`src/rtl/seq_pkg.sv`:
```
package seq_pkg;

    typedef enum logic [2:0] {
        K_ALU_REG,
        K_ALU_MEM,
        K_LOAD,
        K_STORE,
        K_NOP
    } kind_e;

    typedef enum logic [3:0] {
        S_F_ADDR,
        S_F_READ,
        S_F_IR,
        S_DECODE,
        S_EA,
        S_OP_ADDR,
        S_OP_READ,
        S_EXEC,
        S_WB,
        S_ST_DATA,
        S_ST_WRITE
    } state_e;

    localparam logic [1:0] MAR_FROM_PC  = 2'd0;
    localparam logic [1:0] MAR_FROM_IR  = 2'd1;
    localparam logic [1:0] MAR_FROM_ALU = 2'd2;

    typedef struct packed {
        logic       mar_load;
        logic [1:0] mar_sel;
        logic       mdr_load;
        logic       mdr_sel;
        logic       mem_read;
        logic       mem_write;
        logic       ir_load;
        logic       pc_inc;
        logic       alu_a_sel;
        logic       alu_b_sel;
        logic       status_load;
        logic       rd_load;
    } ctrl_t;

endpackage

```
`src/rtl/seq_decode.sv`:
```
module seq_decode
    import seq_pkg::*;
#(
    parameter int              OPC_W   = 4,
    parameter int              FN_W    = 3,
    parameter logic [FN_W-1:0] FN_PASS = 4
) (
    input  logic [OPC_W-1:0] opcode,
    output kind_e            kind,
    output logic [FN_W-1:0]  fn
);
    localparam int GRP_HI = OPC_W - 1;

    logic [1:0] grp;
    assign grp = opcode[GRP_HI -: 2];

    always_comb begin
        kind = K_NOP;
        fn   = '0;
        case (grp)
            2'b00: begin
                kind = K_ALU_REG;
                fn   = FN_W'(opcode[1:0]);
            end
            2'b01: begin
                kind = K_ALU_MEM;
                fn   = FN_W'(opcode[1:0]);
            end
            2'b10: begin
                if (opcode[0]) begin
                    kind = K_STORE;
                end else begin
                    kind = K_LOAD;
                    fn   = FN_PASS;
                end
            end
            default: begin
                kind = K_NOP;
            end
        endcase
    end
endmodule

```
`src/rtl/seq_ctrl_gen.sv`:
```
module seq_ctrl_gen
    import seq_pkg::*;
#(
    parameter int FN_W = 3
) (
    input  logic            rst,
    input  state_e          state,
    input  kind_e           kind,
    input  logic [FN_W-1:0] fn,
    input  logic            mem_ready,
    output ctrl_t           ctrl,
    output logic [FN_W-1:0] alu_fn
);
    always_comb begin
        ctrl   = '0;
        alu_fn = '0;
        if (!rst) begin
            case (state)
                S_F_ADDR: begin
                    ctrl.mar_load = 1'b1;
                    ctrl.mar_sel  = MAR_FROM_PC;
                end
                S_F_READ, S_OP_READ: begin
                    ctrl.mem_read = 1'b1;
                    ctrl.mdr_load = mem_ready;
                end
                S_F_IR: begin
                    ctrl.ir_load = 1'b1;
                    ctrl.pc_inc  = 1'b1;
                end
                S_EA: begin
                    ctrl.mar_load  = 1'b1;
                    ctrl.mar_sel   = MAR_FROM_ALU;
                    ctrl.alu_b_sel = 1'b1;
                end
                S_OP_ADDR: begin
                    ctrl.mar_load = 1'b1;
                    ctrl.mar_sel  = MAR_FROM_IR;
                end
                S_EXEC, S_WB: begin
                    alu_fn         = fn;
                    ctrl.alu_a_sel = (kind != K_ALU_REG);
                    if (state == S_EXEC) begin
                        ctrl.status_load = (kind != K_LOAD);
                    end else begin
                        ctrl.rd_load = 1'b1;
                    end
                end
                S_ST_DATA: begin
                    ctrl.mdr_load = 1'b1;
                    ctrl.mdr_sel  = 1'b1;
                end
                S_ST_WRITE: begin
                    ctrl.mem_write = 1'b1;
                end
                default: begin
                    ctrl = '0;
                end
            endcase
        end
    end
endmodule

```
`src/rtl/seq_core.sv`:
```
module seq_core
    import seq_pkg::*;
#(
    parameter int              OPC_W   = 4,
    parameter int              FN_W    = 3,
    parameter logic [FN_W-1:0] FN_PASS = 4
) (
    input  logic             clk,
    input  logic             rst,
    input  logic [OPC_W-1:0] ir_opcode,
    input  logic             ir_mode,
    input  logic             mem_ready,
    output logic             mar_load,
    output logic [1:0]       mar_sel,
    output logic             mdr_load,
    output logic             mdr_sel,
    output logic             mem_read,
    output logic             mem_write,
    output logic             ir_load,
    output logic             pc_inc,
    output logic             alu_a_sel,
    output logic             alu_b_sel,
    output logic [FN_W-1:0]  alu_fn,
    output logic             status_load,
    output logic             rd_load
);
    typedef struct packed {
        state_e          state;
        kind_e           kind;
        logic [FN_W-1:0] fn;
    } seq_t;

    seq_t            seq_d, seq_q;
    kind_e           dec_kind;
    logic [FN_W-1:0] dec_fn;
    ctrl_t           ctrl;

    seq_decode #(.OPC_W(OPC_W), .FN_W(FN_W), .FN_PASS(FN_PASS)) u_decode (
        .opcode (ir_opcode),
        .kind   (dec_kind),
        .fn     (dec_fn)
    );

    always_comb begin
        seq_d = seq_q;
        case (seq_q.state)
            S_F_ADDR: seq_d.state = S_F_READ;
            S_F_READ: if (mem_ready) seq_d.state = S_F_IR;
            S_F_IR:   seq_d.state = S_DECODE;
            S_DECODE: begin
                seq_d.kind = dec_kind;
                seq_d.fn   = dec_fn;
                case (dec_kind)
                    K_ALU_REG: seq_d.state = S_EXEC;
                    K_NOP:     seq_d.state = S_F_ADDR;
                    default:   seq_d.state = ir_mode ? S_EA : S_OP_ADDR;
                endcase
            end
            S_EA, S_OP_ADDR:
                seq_d.state = (seq_q.kind == K_STORE) ? S_ST_DATA : S_OP_READ;
            S_OP_READ:  if (mem_ready) seq_d.state = S_EXEC;
            S_EXEC:     seq_d.state = S_WB;
            S_WB:       seq_d.state = S_F_ADDR;
            S_ST_DATA:  seq_d.state = S_ST_WRITE;
            S_ST_WRITE: if (mem_ready) seq_d.state = S_F_ADDR;
            default:    seq_d.state = S_F_ADDR;
        endcase
    end

    always_ff @(posedge clk) begin
        if (rst) begin
            seq_q.state <= S_F_ADDR;
            seq_q.kind  <= K_NOP;
            seq_q.fn    <= '0;
        end else begin
            seq_q <= seq_d;
        end
    end

    seq_ctrl_gen #(.FN_W(FN_W)) u_ctrl (
        .rst       (rst),
        .state     (seq_q.state),
        .kind      (seq_q.kind),
        .fn        (seq_q.fn),
        .mem_ready (mem_ready),
        .ctrl      (ctrl),
        .alu_fn    (alu_fn)
    );

    assign mar_load    = ctrl.mar_load;
    assign mar_sel     = ctrl.mar_sel;
    assign mdr_load    = ctrl.mdr_load;
    assign mdr_sel     = ctrl.mdr_sel;
    assign mem_read    = ctrl.mem_read;
    assign mem_write   = ctrl.mem_write;
    assign ir_load     = ctrl.ir_load;
    assign pc_inc      = ctrl.pc_inc;
    assign alu_a_sel   = ctrl.alu_a_sel;
    assign alu_b_sel   = ctrl.alu_b_sel;
    assign status_load = ctrl.status_load;
    assign rd_load     = ctrl.rd_load;

    AST_ONE_LOAD: assert property (@(posedge clk) disable iff (rst)
        $countones({mar_load, mdr_load, ir_load, status_load, rd_load}) <= 1);
    AST_RW_EXCL: assert property (@(posedge clk) disable iff (rst)
        !(mem_read && mem_write));
    AST_READ_HOLD: assert property (@(posedge clk) disable iff (rst)
        (mem_read && !mem_ready) |=> mem_read);
    AST_WRITE_HOLD: assert property (@(posedge clk) disable iff (rst)
        (mem_write && !mem_ready) |=> mem_write);
    AST_IR_AFTER_MDR: assert property (@(posedge clk) disable iff (rst)
        ir_load |-> $past(mdr_load));
    AST_WB_KEEPS_FN: assert property (@(posedge clk) disable iff (rst)
        rd_load |-> $stable(alu_fn));
endmodule

```
`config.mk`:
```
export PLATFORM = sky130hd
export DESIGN_NAME = seq_core
export DESIGN_NICKNAME = d
export VERILOG_FILES = /design/src/rtl/seq_pkg.sv /design/src/rtl/seq_decode.sv /design/src/rtl/seq_ctrl_gen.sv /design/src/rtl/seq_core.sv
export SDC_FILE = /design/constraint.sdc
export NUM_CORES = 1
export LEC_CHECK = 0
export ABC_AREA = 0
export CAP_MARGIN = 15
export CORE_MARGIN = 2
export CORE_UTILIZATION = 46
export CTS_CLUSTER_DIAMETER = 60
export DETAILED_ROUTE_END_ITERATION = 12
export HOLD_SLACK_MARGIN = 0.03
export PLACE_DENSITY = 0.77
export SYNTH_ARGS = -nofsm -noshare
export SYNTH_HDL_FRONTEND = slang
export SYNTH_SLANG_ARGS = --single-unit
```
`constraint.sdc`:
```
create_clock -name clk -period 2.2 [get_ports clk]
set_input_delay 0.22 -clock clk [delete_from_list [all_inputs] [get_ports clk]]
set_output_delay 0.22 -clock clk [all_outputs]
set_load 0.05 [all_outputs]
```
After elaboration in Yosys (flattened, before gate mapping)
Cells that the tools add are included.
W data, S select, Z words.
Storage, ports and cells
  flip-flop bits (word level): 10
  bits in latches: 0
  RAM bits: 0
  bits in read-only memories: 0
  input bits: 8
  output and inout bits: 16
  logic and storage cells: 55
  memories kept: 0
Operators by class
  $add $sub $neg: 0
  multiply operators: 0
  divide/modulo/power cells: 0
  $lt $le $gt $ge: 0
  eq/ne operators: 18
  shift-type cells: 0
  mux-type cells: 25
  bitwise gates (word level): 0
  reduce and logical (&&, ||, !) cells: 9
Operators with widths (count)
  $pmux W4 S9: 1
  $pmux W3 S3: 2
  $eq A4 B3 Y1 const B: 4
  $mux W4: 4
  $mux W13: 1
  $eq A4 B4 Y1 const B: 3
  $pmux W3 S2: 2
  $mux W1: 9
  $mux W3: 3
  $eq A4 B2 Y1 const B: 2
  $reduce_or A2 Y1: 4
  $ne A2 B2 Y1 const B: 3
  $eq A4 B1 Y1 const B: 1
  $logic_not A4 Y1: 1
  $mux W2: 2
  $eq A3 B2 Y1 const B: 1
  $eq A3 B3 Y1 const B: 1
  $logic_not A3 Y1: 1
  $ne A3 B2 Y1 const B: 1
  $reduce_and A3 Y1: 1
  $reduce_bool A3 Y1: 1
  $eq A2 B1 Y1 const B: 1
  $eq A2 B2 Y1 const B: 1
  $logic_not A2 Y1: 1
  $pmux W1 S2: 1

Logic depth before layout (Yosys ltp)
  word-level depth: 5
  depth in mapped cells: 6
  gate-level depth less buffers: 4

Cells and area by module
From an unflattened synthesis, not the netlist that was laid out.
Unflattened totals
  cell total of the unflattened synthesis: 101
  area total of the unflattened synthesis: 852.1 um^2
Modules (own cells, without submodules)
  seq_core: times used 1, cells each 63, area an instance 593.1 um^2, seq. area each 200.2 um^2
  seq_ctrl_gen: times used 1, cells each 31, area an instance 202.7 um^2, seq. area each 0.0 um^2
  seq_decode: times used 1, cells each 7, area an instance 56.3 um^2, seq. area each 0.0 um^2

Least setup slack after synthesis
No wires, ideal clock.
  path type: reg2out
  from: register seq_q[8] (netlist name)
  to: output port pc_inc
  arrival time: 2.616 ns
  data required time: 1.980 ns
  path slack: -0.636 ns
  stages on the path, launching flop included: 5
  path buffers: 3
  path through: dfxtp_1 > buf_6 > buf_2 > nor4_1 > buf_4
Between the ends
  longest elaborated chain between the ends: 3
Ends and longest elaborated chain
  $eq A4 B2 Y1: RTL line seq_ctrl_gen.sv:18  | case (state)
  $mux W2: RTL line seq_ctrl_gen.sv:18
  $mux W13: RTL line seq_ctrl_gen.sv:17  | if (!rst) begin
  end, declared: RTL line seq_core.sv:20  | output logic pc_inc,
No other way between the ends.

Worst setup path in the final report
  from: register seq_q[9] (netlist name)
  to: output port alu_fn[2]
Between the ends
  longest elaborated chain between the ends: 4
  elaborated cells between the ends (all ways): 5
  those cells by class: eq/ne (2); mux (2); reduce/logical (1)
Ends and longest elaborated chain
  $eq A4 B4 Y1 or $eq A4 B3 Y1 (tied branches): RTL line seq_ctrl_gen.sv:18
  $reduce_or A2 Y1 *: RTL line seq_ctrl_gen.sv:18
  $mux W3 *: RTL line seq_ctrl_gen.sv:18
  $mux W3 *: RTL line seq_ctrl_gen.sv:17
  end, declared: RTL line seq_core.sv:23  | output logic [FN_W-1:0] alu_fn,
Mark *: on every way between the ends. The rest lies on a longest branch, timed or not.

==> flow_summary.ini <==
[clock_tree]
clk_latency_ps = 270
clkTransAtPathRegs_ps = 60
cts.hold.buffers_added = 0
cts_made_buffers = 3
clock_tree_buf_depth = 2
cts_sinks = 10
h-tree-depth = 1
clock_tree.root_cell = sky130_fd_sc_hd__clkbuf_4
cts_tree = yes

[placement]
port_buffers = 23
dpl_worst_slack_ps = 365
place_area_um2 = 1160
gp_congestion = 0.847
dp.final_hpwl_mm = 1.47
post-place-cells = 140

[grt]
global_route.usage.total_pct = 24.7
grt_antenna_before_repair = 0
first_global_vias = 791
globalRoute.totalOverflow = 0
grt_pass1_wl_mm = 3.60
grt_max_degree = 18

[floorplanning]
coreArea_um2 = 1520
floorplan.rows = 14
die_area_um2 = 2000
pin_count = 24
die_x_um = 44.8
die_height_um = 44.8
start_util_pct = 50.2

[worst_setup_path]
timing.reg2reg.worst_path_depth = 5
critical_path.endpoint_type = output pin
timing_worst_setup_path_type = reg2out
path_max_fanout = 14
critical_path_required_ps = 1980
cp.arrival_ps = 1770
cp-start-kind = flip-flop

[power]
static_leakage_nw = 0.413
vdd.ir_drop.worst_v = 0.000260
power-per-cell-area_nw_per_um2 = 458

[cells_and_area]
final_util_pct = 77.6
number_of_nets_in_the_layout = 137
n_antenna_cell = 0
finalInstanceArea_um2 = 1180
drive_gt1_share_pct = 26.0
layout.cells.non_filler = 143
registers.top_by_ff_count = seq_q
largest_register_ffs = 10
area_growth_pct = 54.7
num-fill-cells = 105
reg.largest.list = seq_q: 10 flops

[yosys]
synth_fp_nets = 115
post_synth_inst_count = 107
dominant_cell_by_count_in_the_synthesized_netlist = sky130_fd_sc_hd__nor2_1
synth_sequential_area_ratio_pct = 26.2
mappedNetlistArea_um2 = 764
number_of_enable_flip_flop_cells_after_synthesis = 0
yosys_most_used_dff = sky130_fd_sc_hd__dfxtp_1
async_sr_flop_fraction_pct = 0
synthTopCellsByCount = sky130_fd_sc_hd__nor2_1, sky130_fd_sc_hd__a21oi_1, sky130_fd_sc_hd__nand2_1, sky130_fd_sc_hd__dfxtp_1
netlist.top_cell.by_area = sky130_fd_sc_hd__dfxtp_1
synth-warning-count = 0
synth_area_leaders = sky130_fd_sc_hd__dfxtp_1, sky130_fd_sc_hd__a21oi_1, sky130_fd_sc_hd__nor2_1
synthDistinctLibCells = 38
synth_seq_cells = 10
postSynthAreaPerCell_um2 = 7.14
post-synth-top-area-fraction_pct = 26.2

[timing]
timing.setup.tns_ps = 0
worst_slew_margin_rel_pct = 64.2
layout_setup_ws_ps = 211
fmaxAchievable_mhz = 503
rsz0062_at_grt = false
worst_pin_slew_ps = 533
fin_skew_ps = 1.79
min_period_ps = 1990
slew_viol_final = 0
finalHoldViolations = 0
final.period_utilization_pct = 90.4
setup_viol_count_final = 0

[detailed_routing]
avgRoutedWirePerCell_um = 14.1
met1_length_um = 877
met2_length_um = 982
vias_per_cell = 5.87
detailroute.wirelength.met3_um = 131
route.antenna.remaining_nets = 0
drc = 0
dr.max_layer_used = met4
first_drt_iteration_drcs = 29
dr.pass1.iters = 4
wirelength_mm = 2.01
vias = 840

[hold_path]
worstHoldPathCells = 2
hp-class = reg2reg

[run_status]
outcome = finished, final reports clean

[run]
maxCapViolations = 0
-- logic make-up (layout without fill, tap and decap cells) --
family          after synthesis  in the layout  synth area share, %
simple gates                 57             57                 40.9
compound gates               28             28                 24.4
buf+inv                      12             32                 8.51
flops                        10             10                 26.2
-- worst paths after layout --
check	startpoint	to	slack, ps
setup / recovery	seq_q[9]$_SDFFE_PP0P_	alu_fn[2]	210
hold / removal	seq_q[2]$_SDFFE_PP0N_	seq_q[2]$_SDFFE_PP0N_	450
setup reg to reg	seq_q[6]$_SDFFE_PP0P_	seq_q[0]$_SDFFE_PP0N_	500
hold reg to reg	seq_q[2]$_SDFFE_PP0N_	seq_q[2]$_SDFFE_PP0N_	450
-- critical path, cell delays in order (launching register included) --
cell                        delay [ps]
sky130_fd_sc_hd__dfxtp_1           560
sky130_fd_sc_hd__nand2b_1          280
sky130_fd_sc_hd__a2bb2oi_1         230
sky130_fd_sc_hd__nor2_2             90
sky130_fd_sc_hd__and2_1            190
sky130_fd_sc_hd__buf_12            150
-- power breakdown --
part | switching (mW) | total [mW] | internal, mW
clock network | 0.0616 | 0.125 | 0.0632
registers | 0.0231 | 0.214 | 0.191
logic | 0.110 | 0.202 | 0.0924
total | 0.194 | 0.541 | 0.347
-- layer usage --
metal | GRT usage, % | vias to the layer above
met4 | 7.27 | 0
met5 | 0 | -
met2 | 39.4 | 30
li1 | - | 422
met3 | 8.80 | 5
met1 | 31.1 | 383
-- what timing repair did --
action | CTS | global route
gates resized for setup | 0 | 2
endpoints found under the setup margin | 0 | 6
setup buffers | 0 | 0
-- stage by stage --
stage                     power [mW]  hold slack [ps]
after global placement         0.412              444
after floorplan                0.345              384
after global routing           0.578              478
after detailed placement       0.417              447
after CTS                      0.542              460
final                          0.541              454
-- cell usage in the layout (no fill, tap or decap), types with 2 or more instances in the layout --
cell type                          n
sky130_fd_sc_hd__and2_1            3
sky130_fd_sc_hd__dfxtp_1           9
sky130_fd_sc_hd__inv_1             3
sky130_fd_sc_hd__nor3_1            3
sky130_fd_sc_hd__buf_4             3
sky130_fd_sc_hd__buf_12           16
sky130_fd_sc_hd__nor4_2            2
sky130_fd_sc_hd__o211ai_1          2
sky130_fd_sc_hd__nand3_1           3
sky130_fd_sc_hd__nand2_1          11
sky130_fd_sc_hd__a21oi_1          11
sky130_fd_sc_hd__clkdlybuf4s50_1   7
sky130_fd_sc_hd__or3_1             2
sky130_fd_sc_hd__nor2_2            2
sky130_fd_sc_hd__nor2b_1           2
sky130_fd_sc_hd__nand2b_1          3
sky130_fd_sc_hd__nor4_1            2
sky130_fd_sc_hd__nor2_1           13
sky130_fd_sc_hd__clkbuf_4          3
sky130_fd_sc_hd__nand3b_1          2
sky130_fd_sc_hd__nor3b_1           3
sky130_fd_sc_hd__o21ai_0           4
-- area by class of cell --
type	instances	area, um^2	area share, %
well taps	16	20.0	1.69
multi-input cells	85	514	43.5
flip-flops and latches	10	201	17.0
clock buffers	3	22.5	1.90
inverters	3	11.3	0.952
repair buffers	26	413	34.9
(Power assumes the default switching activity.)
